### src/rtl/bm_pkg.sv
package bm_pkg;

    typedef enum logic [2:0] {
        ST_IDLE      = 3'd0,
        ST_REQUEST   = 3'd1,
        ST_WAIT_FREE = 3'd2,
        ST_OWN       = 3'd3,
        ST_RELEASE   = 3'd4
    } bm_state_e;

    typedef struct packed {
        bm_state_e state;
        logic      br;
        logic      bgack;
        logic      owned;
    } bm_regs_t;

    localparam int unsigned BUS_IN_W = 3;
    localparam int unsigned IDX_BG    = 2;
    localparam int unsigned IDX_AS    = 1;
    localparam int unsigned IDX_DTACK = 0;

endpackage

### src/rtl/bm_sync.sv
module bm_sync #(
    parameter int unsigned WIDTH     = 3,
    parameter int unsigned STAGES    = 2,
    parameter logic [WIDTH-1:0] RST_VAL = '1
) (
    input  logic             clk,
    input  logic             rst_n,
    input  logic [WIDTH-1:0] async_i,
    output logic [WIDTH-1:0] sync_o
);
    localparam int unsigned LAST = STAGES - 1;

    logic [WIDTH-1:0] chain_d [STAGES];
    logic [WIDTH-1:0] chain_q [STAGES];

    always_comb begin
        chain_d[0] = async_i;
        for (int i = 1; i < STAGES; i++) begin
            chain_d[i] = chain_q[i-1];
        end
    end

    generate
        for (genvar g = 0; g < STAGES; g++) begin : g_stage
            always_ff @(posedge clk or negedge rst_n) begin
                if (!rst_n) chain_q[g] <= RST_VAL;
                else        chain_q[g] <= chain_d[g];
            end
        end
    endgenerate

    assign sync_o = chain_q[LAST];
endmodule

### src/rtl/bm_fsm.sv
module bm_fsm
    import bm_pkg::*;
(
    input  logic clk,
    input  logic rst_n,
    input  logic req_i,
    input  logic done_i,
    input  logic grant_i,
    input  logic as_idle_i,
    input  logic dtack_idle_i,
    output logic br_o,
    output logic bgack_o,
    output logic owned_o
);
    bm_regs_t r_d, r_q;
    logic     bus_free;

    assign bus_free = as_idle_i && dtack_idle_i;

    always_comb begin
        r_d = r_q;
        unique case (r_q.state)
            ST_IDLE:      if (req_i)       r_d.state = ST_REQUEST;
            ST_REQUEST: begin
                if (!req_i)                r_d.state = ST_IDLE;
                else if (grant_i)          r_d.state = ST_WAIT_FREE;
            end
            ST_WAIT_FREE: if (bus_free)    r_d.state = ST_OWN;
            ST_OWN:       if (done_i)      r_d.state = ST_RELEASE;
            ST_RELEASE:   if (!grant_i)    r_d.state = ST_IDLE;
            default:                       r_d.state = ST_IDLE;
        endcase
        r_d.br    = (r_d.state == ST_REQUEST) || (r_d.state == ST_WAIT_FREE)
                 || (r_d.state == ST_OWN);
        r_d.bgack = (r_d.state == ST_OWN);
        r_d.owned = (r_d.state == ST_OWN);
    end

    always_ff @(posedge clk or negedge rst_n) begin
        if (!rst_n) r_q <= '{state: ST_IDLE, br: 1'b0, bgack: 1'b0, owned: 1'b0};
        else        r_q <= r_d;
    end

    assign br_o    = r_q.br;
    assign bgack_o = r_q.bgack;
    assign owned_o = r_q.owned;

    p_ack_after_free_r4: assert property (@(posedge clk) disable iff (!rst_n)
        $rose(r_q.bgack) |-> $past(bus_free && r_q.state == ST_WAIT_FREE));

    p_ack_with_req_r9: assert property (@(posedge clk) disable iff (!rst_n)
        r_q.bgack |-> r_q.br);

    p_owned_ack_r5: assert property (@(posedge clk) disable iff (!rst_n)
        r_q.owned == r_q.bgack);

    p_done_release_r6: assert property (@(posedge clk) disable iff (!rst_n)
        (r_q.bgack && done_i) |=> (!r_q.br && !r_q.bgack));

    p_withdraw_r8: assert property (@(posedge clk) disable iff (!rst_n)
        (r_q.state == ST_REQUEST && !req_i) |=> (!r_q.br && !r_q.bgack));

    p_hold_off_r7: assert property (@(posedge clk) disable iff (!rst_n)
        (r_q.state == ST_RELEASE && grant_i) |=> !r_q.br);
endmodule

### src/rtl/bus_master_handshake.sv
module bus_master_handshake
    import bm_pkg::*;
#(
    parameter int unsigned SYNC_STAGES = 2
) (
    input  logic clk,
    input  logic rst_n,
    input  logic xfer_req_i,
    input  logic xfer_done_i,
    input  logic bg_n_i,
    input  logic as_n_i,
    input  logic dtack_n_i,
    output logic br_pull_o,
    output logic bgack_pull_o,
    output logic owned_o
);
    logic [BUS_IN_W-1:0] pins_raw;
    logic [BUS_IN_W-1:0] pins_sync;

    always_comb begin
        pins_raw            = '1;
        pins_raw[IDX_BG]    = bg_n_i;
        pins_raw[IDX_AS]    = as_n_i;
        pins_raw[IDX_DTACK] = dtack_n_i;
    end

    bm_sync #(
        .WIDTH  (BUS_IN_W),
        .STAGES (SYNC_STAGES),
        .RST_VAL({BUS_IN_W{1'b1}})
    ) u_sync (
        .clk    (clk),
        .rst_n  (rst_n),
        .async_i(pins_raw),
        .sync_o (pins_sync)
    );

    bm_fsm u_fsm (
        .clk         (clk),
        .rst_n       (rst_n),
        .req_i       (xfer_req_i),
        .done_i      (xfer_done_i),
        .grant_i     (!pins_sync[IDX_BG]),
        .as_idle_i   (pins_sync[IDX_AS]),
        .dtack_idle_i(pins_sync[IDX_DTACK]),
        .br_o        (br_pull_o),
        .bgack_o     (bgack_pull_o),
        .owned_o     (owned_o)
    );

    p_reset_quiet_r1: assert property (@(posedge clk)
        !rst_n |=> (!br_pull_o && !bgack_pull_o && !owned_o));
endmodule

### config.mk
export PLATFORM = sky130hd
export DESIGN_NAME = bus_master_handshake
export DESIGN_NICKNAME = d
export VERILOG_FILES = /design/src/rtl/bm_pkg.sv /design/src/rtl/bm_sync.sv /design/src/rtl/bm_fsm.sv /design/src/rtl/bus_master_handshake.sv
export SDC_FILE = /design/constraint.sdc
export NUM_CORES = 1
export LEC_CHECK = 0
export CELL_PAD_IN_SITES_DETAIL_PLACEMENT = 1
export CELL_PAD_IN_SITES_GLOBAL_PLACEMENT = 1
export CORE_AREA = 8 8 45 47
export DETAILED_ROUTE_END_ITERATION = 16
export DIE_AREA = 0 0 53 55
export PLACE_DENSITY = 0.72
export SYNTH_ARGS = -nofsm -noshare
export SYNTH_HDL_FRONTEND = slang
export SYNTH_SLANG_ARGS = --single-unit
export TNS_END_PERCENT = 30
### constraint.sdc
create_clock -name clk -period 1.4 [get_ports clk]
set_clock_uncertainty 0.15 [all_clocks]
set_input_delay 0.21 -clock clk [delete_from_list [all_inputs] [get_ports clk]]
set_output_delay 0.21 -clock clk [all_outputs]
set_load 0.005 [all_outputs]
==> results.yml, run 1 <==
floorplanning:
  die_w_um: 53
  start_util_pct: 28.4
  core_um2: 1380
  row_count: 14
  ios: 10
  die_y_um: 55
  die_area_um2: 2920
hold_path:
  hold_path_class: "input pin to asynchronous set/reset pin"
global_route:
  antenna_found_initial: 0
  grt-ovfl-total: 0
  grt_usage_pct: 6.89
  grt_max_degree: 12
  grt_pass1_wl_mm: 1.45
  grt_pass1_vias: 346
worst_setup_path:
  critPathLaunchType: "register"
  reg2reg_from: "u_fsm.r_q[4]"
  max_stage_delay_ns: 0.37
  cpLargestDelayFamily: "flip-flops"
  crit_start: "u_fsm.bgack_o"
  critPathCaptureType: "output port"
  crit_fanout: 2
  worstSetupPathType: "register to output port"
  required_ns: 1.04
  r2r_slack_ns: 0.26
  cp_cell_sequence: "dlygate4sd2_1"
  slowest_stage: "dfrtp_1"
  critPathCapture: "bgack_pull_o"
  worstReg2RegEnd: "u_fsm.r_q[3]"
  cp_num_buf_inv: 1
  cp.depth: 1
  arrival_ns: 0.88
  r2r_cells: 3
clocking:
  clock_sinks: 11
  cts_buffer_depth: 2
  cts_made_buffers: 3
  cts_tree: "done"
  clk_latency_ns: 0.26
  cts.reportedPaths.clkPinSlew_ns: 0.06
  cts_max_level: 1
  postCtsSetupBuffers: 0
  root_buffer: "clkbuf_4"
logic_synthesis:
  ys_warn_count: 0
  synth-edff-count: 0
  seq_area_frac_synth_pct: 72.0
  synthTopCellsByArea: "dfstp_2 (40%), dfrtp_1 (32%), a31oi_1 (3.2%)"
  yosys-top-cells-count: "dfstp_2 (6), dfrtp_1 (5), nor2_1 (3)"
  syn_area_per_cell_um2: 13.1
  yosysMostFrequentCell: "dfstp_2"
  synth-seq-cells: 11
  synth_ff_type: "dfstp_2"
  ys_types: 16
  syn_nets: 37
  synth_cells: 30
  synth_top_area_cell: "dfstp_2"
  synthArstFlopShare_pct: 100
  yosysTopAreaCellShare_pct: 40.1
  synth_area_um2: 393
pwr:
  p_leak_nw: 0.223
  peakVddDrop_mv: 0.534
  power.density_nw_per_um2: 1630
finish:
  layout.core_utilization_pct: 37.4
  antenna_cells: 0
  area_growth_syn_to_layout_pct: 31.8
  drive_above_1_share_pct: 23.8
  final_nets: 50
sta:
  tns_ns: 0
  holdWs_ns: 0.120
  slew_violations: 0
  hold_violations: 0
  layout_setup_ws_ns: 0.156
  timing.fmax_mhz: 804
  slew_headroom_pct: 68.9
  setup_violations: 0
  tightest_slew_ns: 0.465
  period_share_pct: 88.8
  rsz0062_at_grt: "false"
  layout_min_cycle_time_ns: 1.24
routing:
  drtAntennaViolNets: 0
  wl_um: 810
  wl_per_cell_um: 14.0
  drc: 0
  via_per_inst: 4.71
  vias: 273
  drt_iter0_drc: 0
  firstDrtPassIters: 1
place:
  port_buffers: 9
  dp_hpwl_um: 667
  pre_cts_slack_ns: 0.0422
  gp_congestion: 0.696
flow_run:
  cap_violations: 0
status:
  outcome: "complete, no violations"
layout by cell type (no fill, tap or decap), drive strengths merged:
master         netlist  routed
a31oi                2       2
dlygate4sd2          0       3
inv                  2       2
nand4b               1       1
nor2b                2       2
nor2                 3       3
clkbuf               0       4
nand4                1       1
dfrtp                5       5
o21ai                2       2
nand2b               1       1
nand2                1       1
nand3b               1       1
a32oi                1       1
clkdlybuf4s50        0       6
a21oi                1       1
dfstp                6       6
stage by stage:
stage | power, mW | std cells | cell area [µm²]
2_1_floorplan | 0.551 | 30 | 393
3_3_place_gp | 0.643 | 54 | 495
3_5_place_dp | 0.673 | 54 | 495
4_1_cts | 0.867 | 58 | 518
5_1_grt | 0.912 | 58 | 518
6_report | 0.843 | 58 | 518
layer usage:
layer,wire (µm),global-route usage (%),vias up
met5,0,0,-
met4,0,5.17,0
met3,75,3.48,0
met2,474,12.5,10
met1,259,5.62,137
li1,-,-,126
worst min path at each step:
| stage | end | slack [ns] | cells past startpoint |
|---|---|---|---|
| after floorplan | u_fsm.bgack_o | -0.24 | 0 |
| after global placement | u_sync.sync_o[0] | 0.20 | 0 |
| after detailed placement | u_sync.sync_o[1] | 0.20 | 0 |
| after CTS | u_fsm.br_o | 0.13 | 1 |
| after global routing | u_fsm.br_o | 0.14 | 1 |
| final | u_fsm.br_o | 0.12 | 1 |
cells by family after synthesis:
logic type             count (synthesis)  synth area share (%)
AND/OR/NAND/NOR                       10                  15.0
AO/OA/AOI/OAI                          6                  9.23
buffers and inverters                  3                  3.82
flip-flops                            11                  72.0
power by group:
| group | switching (mW) | leakage, nW | total, mW | internal (mW) |
|---|---|---|---|---|
| sequential | 0.0623 | 0.128 | 0.449 | 0.387 |
| combinational | 0.0963 | 0.0804 | 0.190 | 0.0939 |
| clock | 0.0935 | 0.0150 | 0.203 | 0.110 |
| total | 0.252 | 0.223 | 0.843 | 0.591 |
layout make-up:
class | count | area [µm²]
sequential | 11 | 283
timing repair buffer | 9 | 86.3
multi-input combinational | 16 | 95.1
clock buffer | 4 | 26.3
inverter | 2 | 7.51
fill | 162 | 866
tap | 16 | 20.0
what timing repair did:
action                     4_1_cts  5_1_grt
hold buffers                     0        0
gates resized for setup          3        0
setup endpoints to repair        3        0
hold endpoints to repair         0        0
sequential cells by signal, indices dropped and copies added, names as in the netlist:
signal	flops
u_sync.sync_o	3
u_fsm.br_o	1
u_fsm.r_q	3
u_sync.chain_d	3
u_fsm.bgack_o	1
Note: power is estimated with default switching activity, not from simulation.
==> run 2, diff against run 1 <==
--- a/config.mk
+++ b/config.mk
@@ -5,9 +5,11 @@
 export SDC_FILE = /design/constraint.sdc
 export NUM_CORES = 1
 export LEC_CHECK = 0
+export CAP_MARGIN = 20
 export CELL_PAD_IN_SITES_DETAIL_PLACEMENT = 1
 export CELL_PAD_IN_SITES_GLOBAL_PLACEMENT = 1
 export CORE_AREA = 8 8 45 47
+export CTS_BUF_LIST = sky130_fd_sc_hd__clkbuf_8
 export DETAILED_ROUTE_END_ITERATION = 16
 export DIE_AREA = 0 0 53 55
 export PLACE_DENSITY = 0.72
==> run 2 against run 1 <==
  * First-iteration DRC count unchanged
  * Count of clock-buffer cells in the layout fell by 1
  * Largest power group unchanged
  * Critical endpoint unchanged
  * Wire length grew 3.6%
  * Fmax is 1.5% higher
  * Sequential share of layout area down 1.9 points
  * Global-route usage rose by 0.28 points
  * Core utilization grew 1.4 points
  * Die area did not move
  * Worst setup slack improved by 0.018 ns
==> results.yml, run 2 (synthesis gave the netlist of run 1 again) <==
worst_setup_path:
  cp_num_buf_inv: 1
  critPathCaptureType: "output port"
  crit_fanout: 2
  critPathLaunchType: "register"
  worstSetupPathType: "register to output port"
  max_stage_delay_ns: 0.37
  slowest_stage: "dfrtp_1"
  arrival_ns: 0.87
  required_ns: 1.04
  cp_cell_sequence: "dlygate4sd2_1"
  cpLargestDelayFamily: "flip-flops"
sta:
  slew_violations: 0
  tightest_slew_ns: 0.467
  slew_headroom_pct: 68.7
  hold_violations: 0
  tns_ns: 0
  layout_setup_ws_ns: 0.174
  rsz0062_at_grt: "false"
  period_share_pct: 87.6
  timing.fmax_mhz: 816
  layout_min_cycle_time_ns: 1.23
  setup_violations: 0
global_route:
  antenna_found_initial: 0
  grt_usage_pct: 7.17
  grt-ovfl-total: 0
  grt_pass1_vias: 346
  grt_max_degree: 12
  grt_pass1_wl_mm: 1.50
place:
  dp_hpwl_um: 667
  pre_cts_slack_ns: 0.0422
  gp_congestion: 0.696
  port_buffers: 9
  place_area_um2: 495
finish:
  area_growth_syn_to_layout_pct: 36.6
  mostFrequentLayoutCells: "clkdlybuf4s50_1 (6), dfstp_2 (6), dfrtp_1 (5)"
  drive_above_1_share_pct: 23.8
  fillerInstances: 161
  antenna_cells: 0
  final_cell_area_um2: 537
  final_nets: 50
  layout.core_utilization_pct: 38.8
clocking:
  hold_buffers: 0
  cts.reportedPaths.clkPinSlew_ns: 0.05
  root_buffer: "clkbuf_8"
  cts_max_level: 1
  clock_sinks: 11
  cts_made_buffers: 3
  cts_tree: "done"
  cts_buffer_depth: 2
  clk_latency_ns: 0.23
  postCtsSetupBuffers: 0
routing:
  wl_um: 839
  drc: 0
  drt_iter0_drc: 0
  drtAntennaViolNets: 0
  vias: 271
  via_per_inst: 4.67
  firstDrtPassIters: 1
  wl_per_cell_um: 14.5
pwr:
  peakVddDrop_mv: 0.629
  power.density_nw_per_um2: 1760
  p_leak_nw: 0.235
  power_uw: 943
floorplanning:
  die_y_um: 55
  die_area_um2: 2920
  die_w_um: 53
  start_util_pct: 28.4
  ios: 10
  core_um2: 1380
  row_count: 14
flow_run:
  cap_violations: 0
status:
  outcome: "complete, no violations"
hold_path:
  hold_path_class: "input pin to asynchronous set/reset pin"
run 2: cell types whose count changed in the layout (fill, tap and decap cells not counted):
cell,before,now
clkbuf_4,3,0
clkbuf_1,1,0
clkbuf_8,0,3
inv_1,2,3
run 2: worst reg2reg max path: stages (launching register included):
cell and delay, ns:
dfrtp_1 0.45, nor2b_2 0.18, o21ai_0 0.11, a31oi_1 0.16
run 2: timing repair:
item,4_1_cts,5_1_grt
gates resized for setup,3,0
setup endpoints to repair,3,0
hold endpoints to repair,0,0
run 2: power by group:
| part | internal, mW | switching (mW) | total [mW] |
|---|---|---|---|
| Sequential | 0.388 | 0.0635 | 0.452 |
| Clock | 0.191 | 0.108 | 0.299 |
| Combinational | 0.0939 | 0.0983 | 0.192 |
| Total | 0.673 | 0.269 | 0.943 |
run 2: worst paths after layout:
kind / startpoint / end / slack (ns) / cells after the start
max: u_fsm.bgack_o / bgack_pull_o / 0.17 / 1
min in group clk: u_sync.chain_d[0] / u_sync.sync_o[0] / 0.20 / 0
min: rst_n / u_fsm.bgack_o / 0.15 / 1
max reg2reg: u_fsm.r_q[4] / u_fsm.r_q[3] / 0.26 / 3
min reg2reg: u_sync.chain_d[0] / u_sync.sync_o[0] / 0.20 / 0
max in group asynchronous: rst_n / u_sync.chain_d[1] / 0.60 / 1
run 2: final cells by class:
type,count,area [µm²],area share [%]
Tap cell,16,20.0,3.73
Timing Repair Buffer,9,86.3,16.1
Sequential cell,11,283,52.7
Multi-Input combinational cell,16,95.1,17.7
Clock buffer,3,41.3,7.69
Clock inverter,1,3.75,0.699
Inverter,2,7.51,1.40
run 2: per-layer routing:
layer	vias to the layer above	share of wire (%)	track usage, %
met5	-	0	0
met4	0	0	5.17
li1	125	-	-
met2	8	57	12.7
met1	138	35	6.40
met3	0	7.4	3.21
run 2: stage by stage:
step                      hold WS (ns)  std cells
after detailed placement         0.198         54
final                            0.153         58
after global routing             0.186         58
after floorplan                 -0.236         30
after global placement           0.196         54
after CTS                        0.175         58
